==> src/rtl/irq_hub_pkg.sv <==
`timescale 1ns/1ps
package irq_hub_pkg;
   localparam int NUM_BLK = 8;   // units, bit 0 is the tick
   localparam int MAX_SRC = 7;   // widest unit
   localparam int CNT_W   = 3;   // width of one source-count field
   localparam int DATA_W  = 8;
endpackage

==> src/rtl/irq_src_bank.sv <==
`timescale 1ns/1ps
module irq_src_bank #(
   parameter int N_SRC = 7
) (
   input  logic             clk,
   input  logic             rst_n,
   input  logic [N_SRC-1:0] evt,
   input  logic             en_we,
   input  logic [N_SRC-1:0] en_wdata,
   input  logic             stat_clr,
   output logic [N_SRC-1:0] status,
   output logic [N_SRC-1:0] enable,
   output logic             pending
);
   generate
      if (N_SRC < 1 || N_SRC > 7) begin : g_bad_count
         $error("irq_src_bank: N_SRC must lie in 1..7");
      end
   endgenerate

   logic [N_SRC-1:0] evt_q;
   logic [N_SRC-1:0] rise;

   assign rise = evt & ~evt_q;

   always_ff @(posedge clk or negedge rst_n) begin
      if (!rst_n) begin
         evt_q  <= '0;
         status <= '0;
         enable <= '0;
      end else begin
         evt_q  <= evt;
         status <= (stat_clr ? '0 : status) | rise;
         if (en_we) enable <= en_wdata;
      end
   end

   assign pending = |(status & enable);

   // sticky while not read
   assert_sticky_R3: assert property (@(posedge clk) disable iff (!rst_n)
      !stat_clr |=> ((status & $past(status)) == $past(status)));
   // a read with no edge empties the bank
   assert_clear_R4: assert property (@(posedge clk) disable iff (!rst_n)
      (stat_clr && rise == '0) |=> (status == '0));
   // an edge during the clearing read survives
   assert_keep_on_clear_R4: assert property (@(posedge clk) disable iff (!rst_n)
      (stat_clr && rise != '0) |=> ((status & $past(rise)) == $past(rise)));
endmodule

==> src/rtl/irq_tick_latch.sv <==
`timescale 1ns/1ps
module irq_tick_latch (
   input  logic clk,
   input  logic rst_n,
   input  logic pulse,
   input  logic clr,
   output logic flag
);
   always_ff @(posedge clk or negedge rst_n) begin
      if (!rst_n) flag <= 1'b0;
      else        flag <= (flag & ~clr) | pulse;
   end

   assert_tick_set_R7: assert property (@(posedge clk) disable iff (!rst_n)
      pulse |=> flag);
   assert_tick_clr_R7: assert property (@(posedge clk) disable iff (!rst_n)
      (clr && !pulse) |=> !flag);
endmodule

==> src/rtl/irq_hub.sv <==
`timescale 1ns/1ps
module irq_hub
   import irq_hub_pkg::*;
#(
   parameter int ADDR_W = 8,
   // unit u source count at [(u-1)*CNT_W +: CNT_W], unit 7 in the top field
   parameter logic [(NUM_BLK-1)*CNT_W-1:0] SRC_COUNTS =
      {3'd6, 3'd3, 3'd4, 3'd2, 3'd2, 3'd5, 3'd7},
   parameter logic [ADDR_W-1:0] BLK_EN_ADDR  = 'h04,
   parameter logic [ADDR_W-1:0] SUMMARY_ADDR = 'h05,
   parameter logic [ADDR_W-1:0] STAT_BASE    = 'h10,
   parameter logic [ADDR_W-1:0] EN_BASE      = 'h20
) (
   input  logic                           clk,
   input  logic                           rst_n,
   input  logic [ADDR_W-1:0]              bus_addr,
   input  logic                           bus_rd,
   input  logic                           bus_wr,
   input  logic [DATA_W-1:0]              bus_wdata,
   output logic [DATA_W-1:0]              bus_rdata,
   input  logic [(NUM_BLK-1)*MAX_SRC-1:0] evt_raw,
   input  logic                           tick_pulse,
   output logic                           irq_n
);
   generate
      if (ADDR_W < 6) begin : g_bad_addr_w
         $error("irq_hub: ADDR_W too small for the register map");
      end
      if (STAT_BASE == EN_BASE) begin : g_bad_bases
         $error("irq_hub: status and enable bases collide");
      end
   endgenerate

   logic [DATA_W-1:0] summary;
   logic [DATA_W-1:0] blk_en;
   logic [DATA_W-1:0] stat_pad [1:NUM_BLK-1];
   logic [DATA_W-1:0] en_pad   [1:NUM_BLK-1];
   logic              rd_summary;

   assign rd_summary = bus_rd && (bus_addr == SUMMARY_ADDR);

   // upper-level enable register
   always_ff @(posedge clk or negedge rst_n) begin
      if (!rst_n)                             blk_en <= '0;
      else if (bus_wr && bus_addr == BLK_EN_ADDR) blk_en <= bus_wdata;
   end

   // bit 0: latched tick
   irq_tick_latch u_tick (
      .clk   (clk),
      .rst_n (rst_n),
      .pulse (tick_pulse),
      .clr   (rd_summary),
      .flag  (summary[0])
   );

   // units 1..7: lower-level banks, summary bit derived
   generate
      for (genvar b = 1; b < NUM_BLK; b++) begin : g_unit
         localparam int N = int'(SRC_COUNTS[(b-1)*CNT_W +: CNT_W]);
         logic [N-1:0] st;
         logic [N-1:0] en;
         logic         stat_hit;
         logic         en_hit;

         assign stat_hit = (bus_addr == STAT_BASE + ADDR_W'(b));
         assign en_hit   = (bus_addr == EN_BASE + ADDR_W'(b));

         irq_src_bank #(.N_SRC(N)) u_bank (
            .clk      (clk),
            .rst_n    (rst_n),
            .evt      (evt_raw[(b-1)*MAX_SRC +: N]),
            .en_we    (bus_wr && en_hit),
            .en_wdata (bus_wdata[N-1:0]),
            .stat_clr (bus_rd && stat_hit),
            .status   (st),
            .enable   (en),
            .pending  (summary[b])
         );

         assign stat_pad[b] = {{(DATA_W-N){1'b0}}, st};
         assign en_pad[b]   = {{(DATA_W-N){1'b0}}, en};

         if (N < MAX_SRC) begin : g_spare
            logic unused_hi;
            assign unused_hi = ^evt_raw[(b-1)*MAX_SRC+N +: MAX_SRC-N];
         end
      end
   endgenerate

   // combinational read port
   always_comb begin
      bus_rdata = '0;
      if (bus_rd) begin
         if (bus_addr == BLK_EN_ADDR)  bus_rdata = blk_en;
         if (bus_addr == SUMMARY_ADDR) bus_rdata = summary;
         for (int b = 1; b < NUM_BLK; b++) begin
            if (bus_addr == STAT_BASE + ADDR_W'(b)) bus_rdata = stat_pad[b];
            if (bus_addr == EN_BASE + ADDR_W'(b))   bus_rdata = en_pad[b];
         end
      end
   end

   assign irq_n = ~|(summary & blk_en);

   assert_blk_en_wr_R2: assert property (@(posedge clk) disable iff (!rst_n)
      (bus_wr && bus_addr == BLK_EN_ADDR) |=> (blk_en == $past(bus_wdata)));
   assert_idle_rdata_R11: assert property (@(posedge clk) disable iff (!rst_n)
      !bus_rd |-> (bus_rdata == '0));
   assert_masked_quiet_R9: assert property (@(posedge clk) disable iff (!rst_n)
      (blk_en == '0) |-> irq_n);
   assert_tick_release_R10: assert property (@(posedge clk) disable iff (!rst_n)
      (rd_summary && !tick_pulse && !bus_wr && (summary & blk_en) == 8'h01) |=> irq_n);
endmodule

==> config.mk <==
export PLATFORM = sky130hd
export DESIGN_NAME = irq_hub
export DESIGN_NICKNAME = d
export VERILOG_FILES = /design/src/rtl/irq_hub_pkg.sv /design/src/rtl/irq_src_bank.sv /design/src/rtl/irq_tick_latch.sv /design/src/rtl/irq_hub.sv
export SDC_FILE = /design/constraint.sdc
export NUM_CORES = 1
export LEC_CHECK = 0
export ABC_CLOCK_PERIOD_IN_PS = 1810
export BUFFER_PORTS_ARGS = -buffer_cell sky130_fd_sc_hd__buf_4
export CAP_MARGIN = 20
export CORE_MARGIN = 2
export CORE_UTILIZATION = 50
export CTS_CLUSTER_DIAMETER = 120
export DETAILED_ROUTE_END_ITERATION = 6
export PLACE_DENSITY = 0.75
export SLEW_MARGIN = 20
export SYNTH_ARGS = -nofsm -noshare
export SYNTH_HDL_FRONTEND = slang
export SYNTH_SLANG_ARGS = --single-unit
==> constraint.sdc <==
create_clock -name clk -period 1.81 [get_ports clk]
set_input_delay 0.181 -clock clk [delete_from_list [all_inputs] [get_ports clk]]
set_output_delay 0.181 -clock clk [all_outputs]
set_load 0.01 [all_outputs]
== Word-level counts from Yosys, hierarchy flattened ==
Index checks and enable logic that the tools add are counted.
Storage, ports and cells
  flip-flop bits (word level): 96
  output and inout bits: 9
  word-level logic and storage cells: 120
Operators by class
  equal/unequal tests: 16
  multiplexer cells: 24
  bitwise gates (word level): 32
  reductions and logical operators: 25
Operator list (count)
  2-to-1 mux 8 bit: 17
  equality test 8 x 5 -> 1 bit (second input constant): 7
  equality test 8 x 6 -> 1 bit (second input constant): 7
  equality test 8 x 3 -> 1 bit (second input constant): 2
  logical AND 1 bit: 16
  bitwise AND 7 bit: 2
  bitwise AND 6 bit: 2
  bitwise AND 5 bit: 2
  bitwise AND 2 bit: 4
  bitwise AND 4 bit: 2
  bitwise AND 8 bit: 1
  OR reduction 8 bit: 1
  2-to-1 mux 7 bit: 1
  NOT 7 bit: 1
  OR 7 bit: 1
  OR reduction 7 bit: 1
  bitwise AND 3 bit: 2
  2-to-1 mux 6 bit: 1
  NOT 6 bit: 1
  OR 6 bit: 1
  OR reduction 6 bit: 1
  2-to-1 mux 5 bit: 1
  NOT 5 bit: 1
  OR 5 bit: 1
  17 further kinds: 21

== Longest topological paths before layout ==
Gate-level depths: netlist of run 1.
  word-level depth: 18
  depth in mapped cells: 7

== Cells and area by module ==
From an unflattened synthesis of run 1, not the netlist that was laid out.
Second synthesis, totals
  cell total of the unflattened synthesis: 440
  area total of the unflattened synthesis: 4685.7 µm²
Modules (own cells, without submodules)
  irq_hub: instances 1, cells each 214, area an instance 1546.5 µm², sequential area each 200.2 µm²
  irq_src_bank (g_unit[1].u_bank): instances 1, cells each 54, area an instance 768.2 µm², sequential area each 525.5 µm²
  irq_src_bank (g_unit[7].u_bank): instances 1, cells each 47, area an instance 661.9 µm², sequential area each 450.4 µm²
  irq_src_bank (g_unit[2].u_bank): instances 1, cells each 38, area an instance 521.8 µm², sequential area each 375.4 µm²
  irq_src_bank (g_unit[5].u_bank): instances 1, cells each 31, area an instance 419.2 µm², sequential area each 300.3 µm²
  irq_src_bank (g_unit[3].u_bank ...): instances 2, cells each 15, area an instance 209.0 µm², sequential area each 150.1 µm²
  irq_src_bank (g_unit[6].u_bank): instances 1, cells each 23, area an instance 314.1 µm², sequential area each 225.2 µm²
  irq_tick_latch: instances 1, cells each 3, area an instance 36.3 µm², sequential area each 25.0 µm²

== Least setup slack after synthesis of run 1 ==
OpenSTA, ideal clock, no wires.
  path kind: input-to-output
  start: input bus_addr[3]
  end: output bus_rdata[1]
  arrival: 1.621 ns
  required time: 1.629 ns
  path slack: 0.008 ns
  stages: 6
  buffers on the path: 1
  path through: buf_4 -> or4b_1 -> nor2_1 -> a32o_1 -> a211oi_1 -> a211oi_1
On the way
  longest elaborated chain between the ends: 18
Ends and longest elaborated chain
  from (decl): RTL line irq_hub.sv:16  | input logic [ADDR_W-1:0] bus_addr,
  equality test 8 x 3 -> 1 bit: RTL line irq_hub.sv:95  | if (bus_addr == BLK_EN_ADDR) bus_rdata = blk_en;
  2-to-1 mux 8 bit: RTL line irq_hub.sv:95
  2-to-1 mux 8 bit: RTL line irq_hub.sv:96  | if (bus_addr == SUMMARY_ADDR) bus_rdata = summary;
  2-to-1 mux 8 bit: RTL line irq_hub.sv:98  | if (bus_addr == STAT_BASE + ADDR_W'(b)) bus_rdata = stat_pad[b];
  2-to-1 mux 8 bit: RTL line irq_hub.sv:99  | if (bus_addr == EN_BASE + ADDR_W'(b)) bus_rdata = en_pad[b];
  2-to-1 mux 8 bit: RTL line irq_hub.sv:98
  2-to-1 mux 8 bit: RTL line irq_hub.sv:99
  2-to-1 mux 8 bit: RTL line irq_hub.sv:98
  [... 2 more ...]
  2-to-1 mux 8 bit: RTL line irq_hub.sv:99
  2-to-1 mux 8 bit: RTL line irq_hub.sv:98
  2-to-1 mux 8 bit: RTL line irq_hub.sv:99
  2-to-1 mux 8 bit: RTL line irq_hub.sv:98
  2-to-1 mux 8 bit: RTL line irq_hub.sv:99
  2-to-1 mux 8 bit: RTL line irq_hub.sv:98
  2-to-1 mux 8 bit *: RTL line irq_hub.sv:99
  2-to-1 mux 8 bit *: RTL line irq_hub.sv:94  | if (bus_rd) begin
  to (decl): RTL line irq_hub.sv:20  | output logic [DATA_W-1:0] bus_rdata,
Mark *: on every way between the ends. The rest lies on a longest branch, timed or not.

== Worst setup path in the final report of run 1 ==
  start: register g_unit[1].u_bank.status[4]
  end: output bus_rdata[1]
On the way
  longest elaborated chain between the ends: 18
Ends and longest elaborated chain
  from (decl): RTL line irq_src_bank.sv:11  | output logic [N_SRC-1:0] status,
  from (signal assigned): RTL line irq_src_bank.sv:33  | status <= (stat_clr ? '0 : status) | rise;
  bitwise AND 7 bit: RTL line irq_src_bank.sv:38  | assign pending = |(status & enable);
  OR reduction 7 bit: RTL line irq_src_bank.sv:38
  2-to-1 mux 8 bit: RTL line irq_hub.sv:96
  2-to-1 mux 8 bit: RTL line irq_hub.sv:98
  2-to-1 mux 8 bit: RTL line irq_hub.sv:99
  2-to-1 mux 8 bit: RTL line irq_hub.sv:98
  2-to-1 mux 8 bit: RTL line irq_hub.sv:99
  2-to-1 mux 8 bit: RTL line irq_hub.sv:98
  [... 2 more ...]
  2-to-1 mux 8 bit: RTL line irq_hub.sv:99
  2-to-1 mux 8 bit: RTL line irq_hub.sv:98
  2-to-1 mux 8 bit: RTL line irq_hub.sv:99
  2-to-1 mux 8 bit: RTL line irq_hub.sv:98
  2-to-1 mux 8 bit: RTL line irq_hub.sv:99
  2-to-1 mux 8 bit: RTL line irq_hub.sv:98
  2-to-1 mux 8 bit: RTL line irq_hub.sv:99
  2-to-1 mux 8 bit: RTL line irq_hub.sv:94
Every way passes these cells.

==> results.yml, run 1 <==
floorplan:
  die-area_um2: 9830
  rows: 34
  die-width_um: 99.2
  core_um2: 8760
  ios: 79
  fp.dieH_um: 99.2
  start_util_pct: 51.7
sta:
  slew_violations: 0
  period_share_pct: 133
  worstMarginPinSlew_ps: 389
  max_freq_ghz: 0.417
  finalSetupViolCount: 9
  hold_viol_final: 0
  worst_slack_ps: -591
  setup_tns_ps: -2640
  fin_skew_ps: 11.0
  fin_crit_ps: 2400
  whs_ps: 33.5
  rsz0062_at_grt: "yes"
  relSlewSlack_pct: 73.4
clock_network:
  cts_buffers: 9
  clockBufferDepth: 2
  cts_tree: "done"
  path_clk_slew_ps: 100
  cts-root-buf: "clkbuf_8"
  clock_sinks: 96
  cts_max_level: 3
  worstSkewPairLatency_ps: 380
placed_design:
  globalplace.congestion: 0.991
  io_buffers: 58
  postPlaceCellArea_um2: 5570
  dpl.hpwl_um: 9950
logic_synthesis:
  synth_mux_area_share_pct: 9.89
  async_reset_ff_share_pct: 100
  synth_common_cells: "96 x dfrtp_1, 51 x nand2_1, 40 x o21ai_0"
  synth-seq-area-share_pct: 53.1
  synth_seq_cells: 96
  synth-xor-area-share_pct: 0.193
  synth_edf_count: 0
  synth_top_family_by_area: "compound AO/OA/AOI/OAI gates"
  ys_warn_count: 0
  ys.flop_type: "dfrtp_1"
  synth_compound_area_share_pct: 17.9
  syn_area_per_cell_um2: 10.7
  synth_nets: 495
  ys_types: 57
  netlist.area_leader.share_pct: 53.1
  synth_area_leaders: "dfrtp_1 53%, mux2_1 5.5%, o21ai_0 4.4%, nand2_1 4.2%, mux2_2 4.0%"
  synthSimpleGateAreaFrac_pct: 14.4
  synth_area_um2: 4530
  yosys.area.top_type: "dfrtp_1"
  syn_inst: 425
  synthAdderAreaFrac_pct: 0
  synth_most_common_cell: "dfrtp_1"
critical_path:
  startpoint_type: "register"
  required_ps: 1630
  arrival_ps: 2220
  critPathMaxFanout: 2
  crit_type: "register to output port"
  cpMaxStageDelayCell: "dfrtp_1"
  crit_family: "compound AO/OA/AOI/OAI gates"
  endpoint_kind: "output port"
  crit_buf_inv: 1
  crit_chain: "a222oi_1 -> nand3_1 -> a221o_1 -> a211oi_2 -> a211oi_1 -> buf_4"
  max_stage_delay_ps: 410
layout:
  post-route-cell-area_um2: 6250
  layout-drive-gt1-share_pct: 33.7
  diodes: 0
  fill_cells: 642
  syn_to_final_growth_pct: 38.1
  final_nets: 656
detailed_routing:
  routedWlPerCell_um: 19.6
  dr.pass1.iters: 5
  detail_route.wirelength_um: 13700
  initialDrtViolationCount: 278
  via_per_inst: 5.87
  drc: 0
  ant_nets: 0
  vias: 4106
global_routing:
  grt_pass1_vias: 4211
  grt_use_total_pct: 29.0
  grt_pass1_wl_um: 22000
  grt_overflow: 0
  antenna_found_initial: 0
  grt_max_degree: 48
pwr:
  total_power_mw: 4.31
  peakVddDrop_mv: 0.556
  p_leak_nw: 2.97
  power.density_nw_per_um2: 690
worst_hold_path:
  hold_class: "primary input to register"
outcome:
  violations: "negative setup slack"
  status: "finished, violations left"
flow_run:
  cap_violations: 0
## worst reg2reg max path, stage by stage, from the launching register on
cell and delay (ps):
dfrtp_1 420, buf_4 140, buf_4 120, mux2_1 290
## power by group
part | internal [mW] | leakage [nW] | switching (mW) | total (mW)
logic | 0.291 | 1.76 | 0.280 | 0.572
clock network | 0.653 | 0.0977 | 0.821 | 1.47
registers | 2.22 | 1.11 | 0.0492 | 2.27
total | 3.16 | 2.97 | 1.15 | 4.31
## state kept, by name, summed over array words and instances (netlist names)
signal                count
blk_en                    8
g_unit.u_bank.enable     29
g_unit.u_bank.evt_q      29
g_unit.u_bank.status     29
u_tick.flag               1
## timing repair
| item | CTS | global route |
|---|---|---|
| pin swaps | 19 | 15 |
| setup endpoints to repair | 9 | 9 |
| hold endpoints to repair | 53 | 0 |
| hold buffers | 31 | 0 |
| resized for setup | 13 | 12 |
| setup buffers | 6 | 2 |
## final timing paths
kind,to,start,slack [ps],depth (start not counted)
max in group asynchronous,g_unit[1].u_bank.enable[5]$_DFFE_PN0P_,rst_n,910,3
min in group asynchronous,g_unit[1].u_bank.enable[2]$_DFFE_PN0P_,rst_n,230,2
min reg2reg,g_unit[1].u_bank.status[5]$_DFF_PN0_,g_unit[1].u_bank.evt_q[5]$_DFF_PN0_,410,1
max,bus_rdata[1],g_unit[1].u_bank.status[4]$_DFF_PN0_,-590,6
max reg2reg,g_unit[1].u_bank.enable[4]$_DFFE_PN0P_,g_unit[1].u_bank.enable[4]$_DFFE_PN0P_,720,3
min,blk_en[7]$_DFFE_PN0P_,bus_wdata[7],30,2
## stage by stage
stage               setup WS [ps]  instances  utilization, %
floorplan                    8.29        425               -
global route                 -664        699            71.4
global placement             -292        644            63.6
CTS                          -558        697            70.6
detailed placement           -293        644            63.6
finish                       -591        699            71.4
## kinds of logic (layout without fill, tap and decap cells)
family / count (synthesis) / count (layout)
flops: 96 / 96
compound gates: 120 / 120
simple gates: 119 / 119
mux: 40 / 40
xor+xnor: 1 / 1
buf+inv: 49 / 215
## cell usage in the layout (no fill, tap or decap), types with 3 or more instances in the layout
cell / synthesis / final
nand3b_1: 3 / 3
dlygate4sd3_1: 0 / 31
nor2_1: 18 / 17
o21ai_0: 40 / 39
o31ai_1: 5 / 3
nand2b_1: 3 / 3
mux2_2: 16 / 16
a21oi_1: 14 / 8
inv_1: 30 / 30
dfrtp_1: 96 / 95
buf_4: 1 / 130
a22o_1: 4 / 4
o22ai_1: 7 / 7
nand2_2: 3 / 3
a222oi_1: 6 / 6
or4b_4: 1 / 3
mux2_1: 22 / 22
nand3_1: 12 / 12
nor3_1: 5 / 5
clkbuf_8: 0 / 9
nand2_1: 51 / 51
buf_6: 1 / 6
a21oi_2: 0 / 6
a22oi_1: 21 / 20
## area by class of cell
type                    instances  area, um^2  share of cell area [%]
flip-flops and latches         96        2400                    38.4
multi-input cells             280        2010                    32.1
repair buffers                169        1390                    22.3
well taps                     108         135                    2.16
clock buffers                   9         124                    1.98
inverters                      30         113                    1.80
clock inverters                 7        78.8                    1.26
## layer usage
metal  global-route usage, %  wire (um)
met1                    39.8       5760
met2                    44.9       6380
met3                    5.34        958
met4                    14.1        584
met5                       0         31
Note: power is estimated with default switching activity, not from simulation.
==> inputs of run 2 (changes only) <==
--- a/config.mk
+++ b/config.mk
@@ -12,7 +12,7 @@
 export CORE_UTILIZATION = 50
 export CTS_CLUSTER_DIAMETER = 120
 export DETAILED_ROUTE_END_ITERATION = 6
-export PLACE_DENSITY = 0.75
+export PLACE_DENSITY_LB_ADDON = 0.3
 export SLEW_MARGIN = 20
 export SYNTH_ARGS = -nofsm -noshare
 export SYNTH_HDL_FRONTEND = slang
==> results.yml, run 2 (synthesized netlist as in run 1, its figures left out) <==
outcome:
  status: "finished, violations left"
  violations: "negative setup slack"
layout:
  final_cell_mix: "130 x buf_4, 96 x dfrtp_1, 49 x nand2_1, 38 x o21ai_0, 31 x dlygate4sd3_1"
  syn_to_final_growth_pct: 41.8
  reg_top3: "g_unit.u_bank.enable (29), g_unit.u_bank.evt_q (29), g_unit.u_bank.status (29)"
  mostFrequentLayoutCell: "buf_4"
  layout-drive-gt1-share_pct: 34.7
  fin_util_pct: 73.3
  diodes: 0
  final_nets: 668
floorplan:
  die-width_um: 99.2
  rows: 34
  ios: 79
  die-area_um2: 9830
  fp.dieH_um: 99.2
  core_um2: 8760
  start_util_pct: 51.7
global_routing:
  grt_pass1_wl_um: 21300
  grt_use_total_pct: 28.1
  antenna_found_initial: 0
  grt_overflow: 0
  grt_max_degree: 53
  grt_pass1_vias: 4155
sta:
  hold_viol_final: 0
  rsz0062_at_grt: "yes"
  worst_slack_ps: -500
  fin_crit_ps: 2310
  relSlewSlack_pct: 73.7
  finalSetupViolCount: 9
  max_freq_ghz: 0.433
  fin_skew_ps: 5.83
  period_share_pct: 128
  slew_violations: 0
  worstMarginPinSlew_ps: 389
detailed_routing:
  drc: 0
  dr.pass1.iters: 5
  routedWlPerCell_um: 19.0
  detail_route.wirelength_um: 13500
  ant_nets: 0
  initialDrtViolationCount: 408
  vias: 4170
  via_per_inst: 5.86
pwr:
  power.density_nw_per_um2: 675
  p_clk_share_pct: 34.0
  switching_share_pct: 26.3
  power.internal_mw: 3.19
  p_sw_mw: 1.14
  power_frac_comb_pct: 13.7
  p_leak_nw: 3.06
  total_power_mw: 4.33
  peakVddDrop_mv: 0.621
  seqPwrFrac_pct: 52.3
placed_design:
  io_buffers: 58
  dp_slack_ps: -299
  globalplace.congestion: 0.986
  dpl.hpwl_um: 9290
clock_network:
  worstSkewPairLatency_ps: 370
  cts_buffers: 9
  cts_tree: "done"
  path_clk_slew_ps: 100
  cts-root-buf: "clkbuf_8"
  clockBufferDepth: 2
  cts_max_level: 3
  clock_sinks: 96
critical_path:
  crit_chain: "a222oi_1 -> nand3_1 -> a221o_1 -> a211oi_2 -> a211oi_1 -> buf_4"
  max_stage_delay_ps: 410
  critPathMaxFanout: 2
  required_ps: 1630
  endpoint_kind: "output port"
  arrival_ps: 2130
  crit_type: "register to output port"
  cpMaxStageDelayCell: "dfrtp_1"
  startpoint_type: "register"
flow_run:
  cap_violations: 0
worst_hold_path:
  hold_class: "primary input to register"
-- run 2: changes by cell type in the layout (fill, tap and decap cells not counted), moves of 2 or more --
cell / previous run / this run
a21oi_2: 6 / 3
a22oi_2: 1 / 4
a21oi_1: 8 / 11
nand2_2: 3 / 5
o31ai_1: 3 / 5
nand2_1: 51 / 49
buf_12: 2 / 5
o31ai_2: 2 / 0
a22oi_1: 20 / 17
buf_8: 0 / 2
buf_6: 6 / 13
-- run 2: routing by layer --
metal  up-vias  part of all wire (%)  track usage, %
li1       1908                     -               -
met3        28                   7.9            5.90
met2       196                    48            45.4
met4         0                   2.5            10.5
met5         -                     0               0
met1      2038                    42            37.8
-- run 2: critical path, delay by kind of cell, from the launching register on --
| family | cells | cell delay [ps] |
|---|---|---|
| AOI/OAI and AO/OA | 4 | 1020 |
| DFF | 1 | 410 |
| and+or+nand+nor | 1 | 170 |
| buffers and inverters | 1 | 170 |
-- run 2: layout make-up --
class | instances | area, um^2
multi-input cells | 280 | 2000
inverters | 30 | 113
repair buffers | 181 | 1560
flip-flops and latches | 96 | 2400
clock buffers | 10 | 128
well taps | 108 | 135
clock inverters | 6 | 76.3
fillers | 628 | 2340
-- run 2: power groups by stage --
| stage | Clock [mW] | Sequential (mW) | Combinational, mW |
|---|---|---|---|
| floorplan | 0 | 2.29 | 0.187 |
| global placement | 0 | 2.30 | 0.475 |
| detailed placement | 0 | 2.31 | 0.484 |
| CTS | 1.50 | 2.27 | 0.574 |
| global route | 1.57 | 2.27 | 0.640 |
| finish | 1.47 | 2.27 | 0.593 |
-- run 2: worst paths after layout --
check / startpoint / end / slack (ps) / cells after the start
worst max-delay path: g_unit[1].u_bank.enable[4]$_DFFE_PN0P_ / bus_rdata[1] / -500 / 6
worst min-delay path: bus_wdata[6] / g_unit[1].u_bank.enable[6]$_DFFE_PN0P_ / 20 / 2
worst max register to register: g_unit[1].u_bank.enable[5]$_DFFE_PN0P_ / g_unit[1].u_bank.enable[5]$_DFFE_PN0P_ / 610 / 4
worst min register to register: g_unit[2].u_bank.evt_q[3]$_DFF_PN0_ / g_unit[2].u_bank.status[3]$_DFF_PN0_ / 420 / 1
max in group asynchronous: rst_n / g_unit[7].u_bank.status[5]$_DFF_PN0_ / 960 / 3
min in group asynchronous: rst_n / g_unit[1].u_bank.enable[1]$_DFFE_PN0P_ / 240 / 2
-- run 2: repair_timing --
item                                    CTS  global route
endpoints found under the setup margin    9             9
hold buffers                             31             0
hold endpoints to repair                 50             0
buffers inserted                         13             5
gates resized for setup                  23            13
pin swaps                                20            12
-- run 2: stage by stage --
stage	cells	setup TNS [ps]	area (um^2)	hold WS (ps)
final	711	-2380	6420	24.4
after global routing	711	-2930	6420	29.3
after CTS	706	-2260	6320	20.9
after detailed placement	646	-5520	5610	94.5
after global placement	646	-4430	5610	94.4
after floorplan	425	0	4530	-115
==> inputs of run 3 (changes only) <==
--- a/config.mk
+++ b/config.mk
@@ -5,7 +5,7 @@
 export SDC_FILE = /design/constraint.sdc
 export NUM_CORES = 1
 export LEC_CHECK = 0
-export ABC_CLOCK_PERIOD_IN_PS = 1810
+export ABC_CLOCK_PERIOD_IN_PS = 2960
 export BUFFER_PORTS_ARGS = -buffer_cell sky130_fd_sc_hd__buf_4
 export CAP_MARGIN = 20
 export CORE_MARGIN = 2
==> constraint.sdc (replaced) <==
create_clock -name clk -period 2.96 [get_ports clk]
set_input_delay 0.296 -clock clk [delete_from_list [all_inputs] [get_ports clk]]
set_output_delay 0.296 -clock clk [all_outputs]
set_load 0.01 [all_outputs]
==> results.yml, run 3 (synthesized netlist as in run 1, its figures left out) <==
detailed_routing:
  drc: 0
  ant_nets: 0
  via_per_inst: 5.99
  initialDrtViolationCount: 381
  detail_route.wirelength_um: 11300
  dr.pass1.iters: 6
  vias: 3563
  routedWlPerCell_um: 19.0
floorplan:
  fp.dieH_um: 99.2
  die-area_um2: 9830
  die-width_um: 99.2
  ios: 79
  core_um2: 8760
  rows: 34
  start_util_pct: 51.7
layout:
  multi_input_area_um2: 1920
  final_nets: 552
  reg_top3: "g_unit.u_bank.enable (29), g_unit.u_bank.evt_q (29), g_unit.u_bank.status (29)"
  layout-drive-gt1-share_pct: 22.8
  fill_cells: 767
  syn_to_final_growth_pct: 15.8
  mostFrequentLayoutCell: "dfrtp_1"
  seq_area_um2: 2400
  diodes: 0
  final_cell_mix: "96 x dfrtp_1, 65 x buf_4, 51 x nand2_1, 40 x o21ai_0, 30 x inv_1"
  fin_util_pct: 59.9
critical_path:
  crit_cells: 8
  crit_buf_inv: 3
  endpoint_kind: "output port"
  critPathMaxFanout: 10
  cpMostUsedCell: "buf_4"
  crit_chain: "buf_4 -> or4b_1 -> buf_4 -> o21ai_1 -> o311a_1 -> a2111oi_0 -> a211oi_1 -> buf_4"
  r2r_cells: 1
  crit_type: "primary input to output port"
  required_ps: 2660
  startpoint_type: "primary input"
  cpMaxStageDelayCell: "or4b_1"
  crit_family: "simple AND/OR/NAND/NOR gates"
  max_stage_delay_ps: 760
  arrival_ps: 2360
sta:
  setup_tns_ps: 0
  finalSetupViolCount: 0
  max_freq_ghz: 0.377
  period_share_pct: 89.6
  whs_ps: -9.95
  hold_viol_final: 10
  fin_crit_ps: 2650
  worstMarginPinSlew_ps: 769
  worst_slack_ps: 309
  rsz0062_at_grt: "no"
  relSlewSlack_pct: 48.7
  fin_skew_ps: 5.68
  slew_violations: 0
worst_hold_path:
  hold_class: "primary input to async pin"
clock_network:
  holdBufCountCts: 0
  cts-root-buf: "clkbuf_8"
  cts_tree: "done"
  worstSkewPairLatency_ps: 370
  clock_sinks: 96
  path_clk_slew_ps: 100
  cts_buffers: 9
  clockBufferDepth: 2
  post_cts_buffers: 0
  cts_resized: 0
  cts_max_level: 3
pwr:
  power.density_nw_per_um2: 467
  p_leak_nw: 2.44
  peakVddDrop_mv: 0.366
  total_power_mw: 2.45
placed_design:
  globalplace.congestion: 0.947
  dp_slack_ps: 380
  dpl.hpwl_um: 8120
  io_buffers: 58
global_routing:
  antenna_found_initial: 0
  grt_max_degree: 62
  grt_pass1_vias: 3593
  grt_overflow: 0
  grt_use_total_pct: 24.4
  grt_pass1_wl_um: 18600
outcome:
  status: "finished, violations left"
  violations: "negative hold slack"
flow_run:
  cap_violations: 0
[run 3: metal layers]
| layer | global-route usage, % | vias to the layer above | share of wire (%) |
|---|---|---|---|
| li1 | - | 1663 | - |
| met1 | 34.8 | 1707 | 45 |
| met2 | 37.1 | 166 | 44 |
| met3 | 4.85 | 27 | 7.3 |
| met4 | 9.91 | 0 | 3.2 |
| met5 | 0 | - | 0 |
[run 3: final timing paths]
path	start	end	slack (ps)
max	bus_addr[5]	bus_rdata[1]	310
min	rst_n	g_unit[1].u_bank.status[4]$_DFF_PN0_	-10
max reg2reg	g_unit[1].u_bank.enable[5]$_DFFE_PN0P_	g_unit[1].u_bank.enable[5]$_DFFE_PN0P_	2070
min reg2reg	g_unit[1].u_bank.evt_q[2]$_DFF_PN0_	g_unit[1].u_bank.status[2]$_DFF_PN0_	420
max in group asynchronous	rst_n	g_unit[4].u_bank.evt_q[1]$_DFF_PN0_	2210
min in group clk	evt_raw[28]	g_unit[5].u_bank.evt_q[0]$_DFF_PN0_	30
[run 3: layout make-up]
| class | count | area share, % |
|---|---|---|
| inverter | 30 | 2.15 |
| sequential | 96 | 45.8 |
| multi-input combinational | 280 | 36.6 |
| clock inverter | 7 | 1.19 |
| clock buffer | 9 | 2.36 |
| tap | 108 | 2.58 |
| timing repair buffer | 65 | 9.30 |
[run 3: power by group]
| part | total (mW) | switching (mW) | leakage, nW | internal (mW) |
|---|---|---|---|---|
| clock | 0.817 | 0.496 | 0.0859 | 0.321 |
| sequential | 1.39 | 0.0310 | 1.11 | 1.36 |
| combinational | 0.245 | 0.139 | 1.24 | 0.106 |
[run 3: through the flow]
| stage | instances | instance area [um^2] |
|---|---|---|
| 6_report | 595 | 5250 |
| 5_1_grt | 595 | 5250 |
| 4_1_cts | 595 | 5250 |
| 3_5_place_dp | 579 | 5060 |
| 3_3_place_gp | 579 | 5060 |
| 2_1_floorplan | 425 | 4530 |
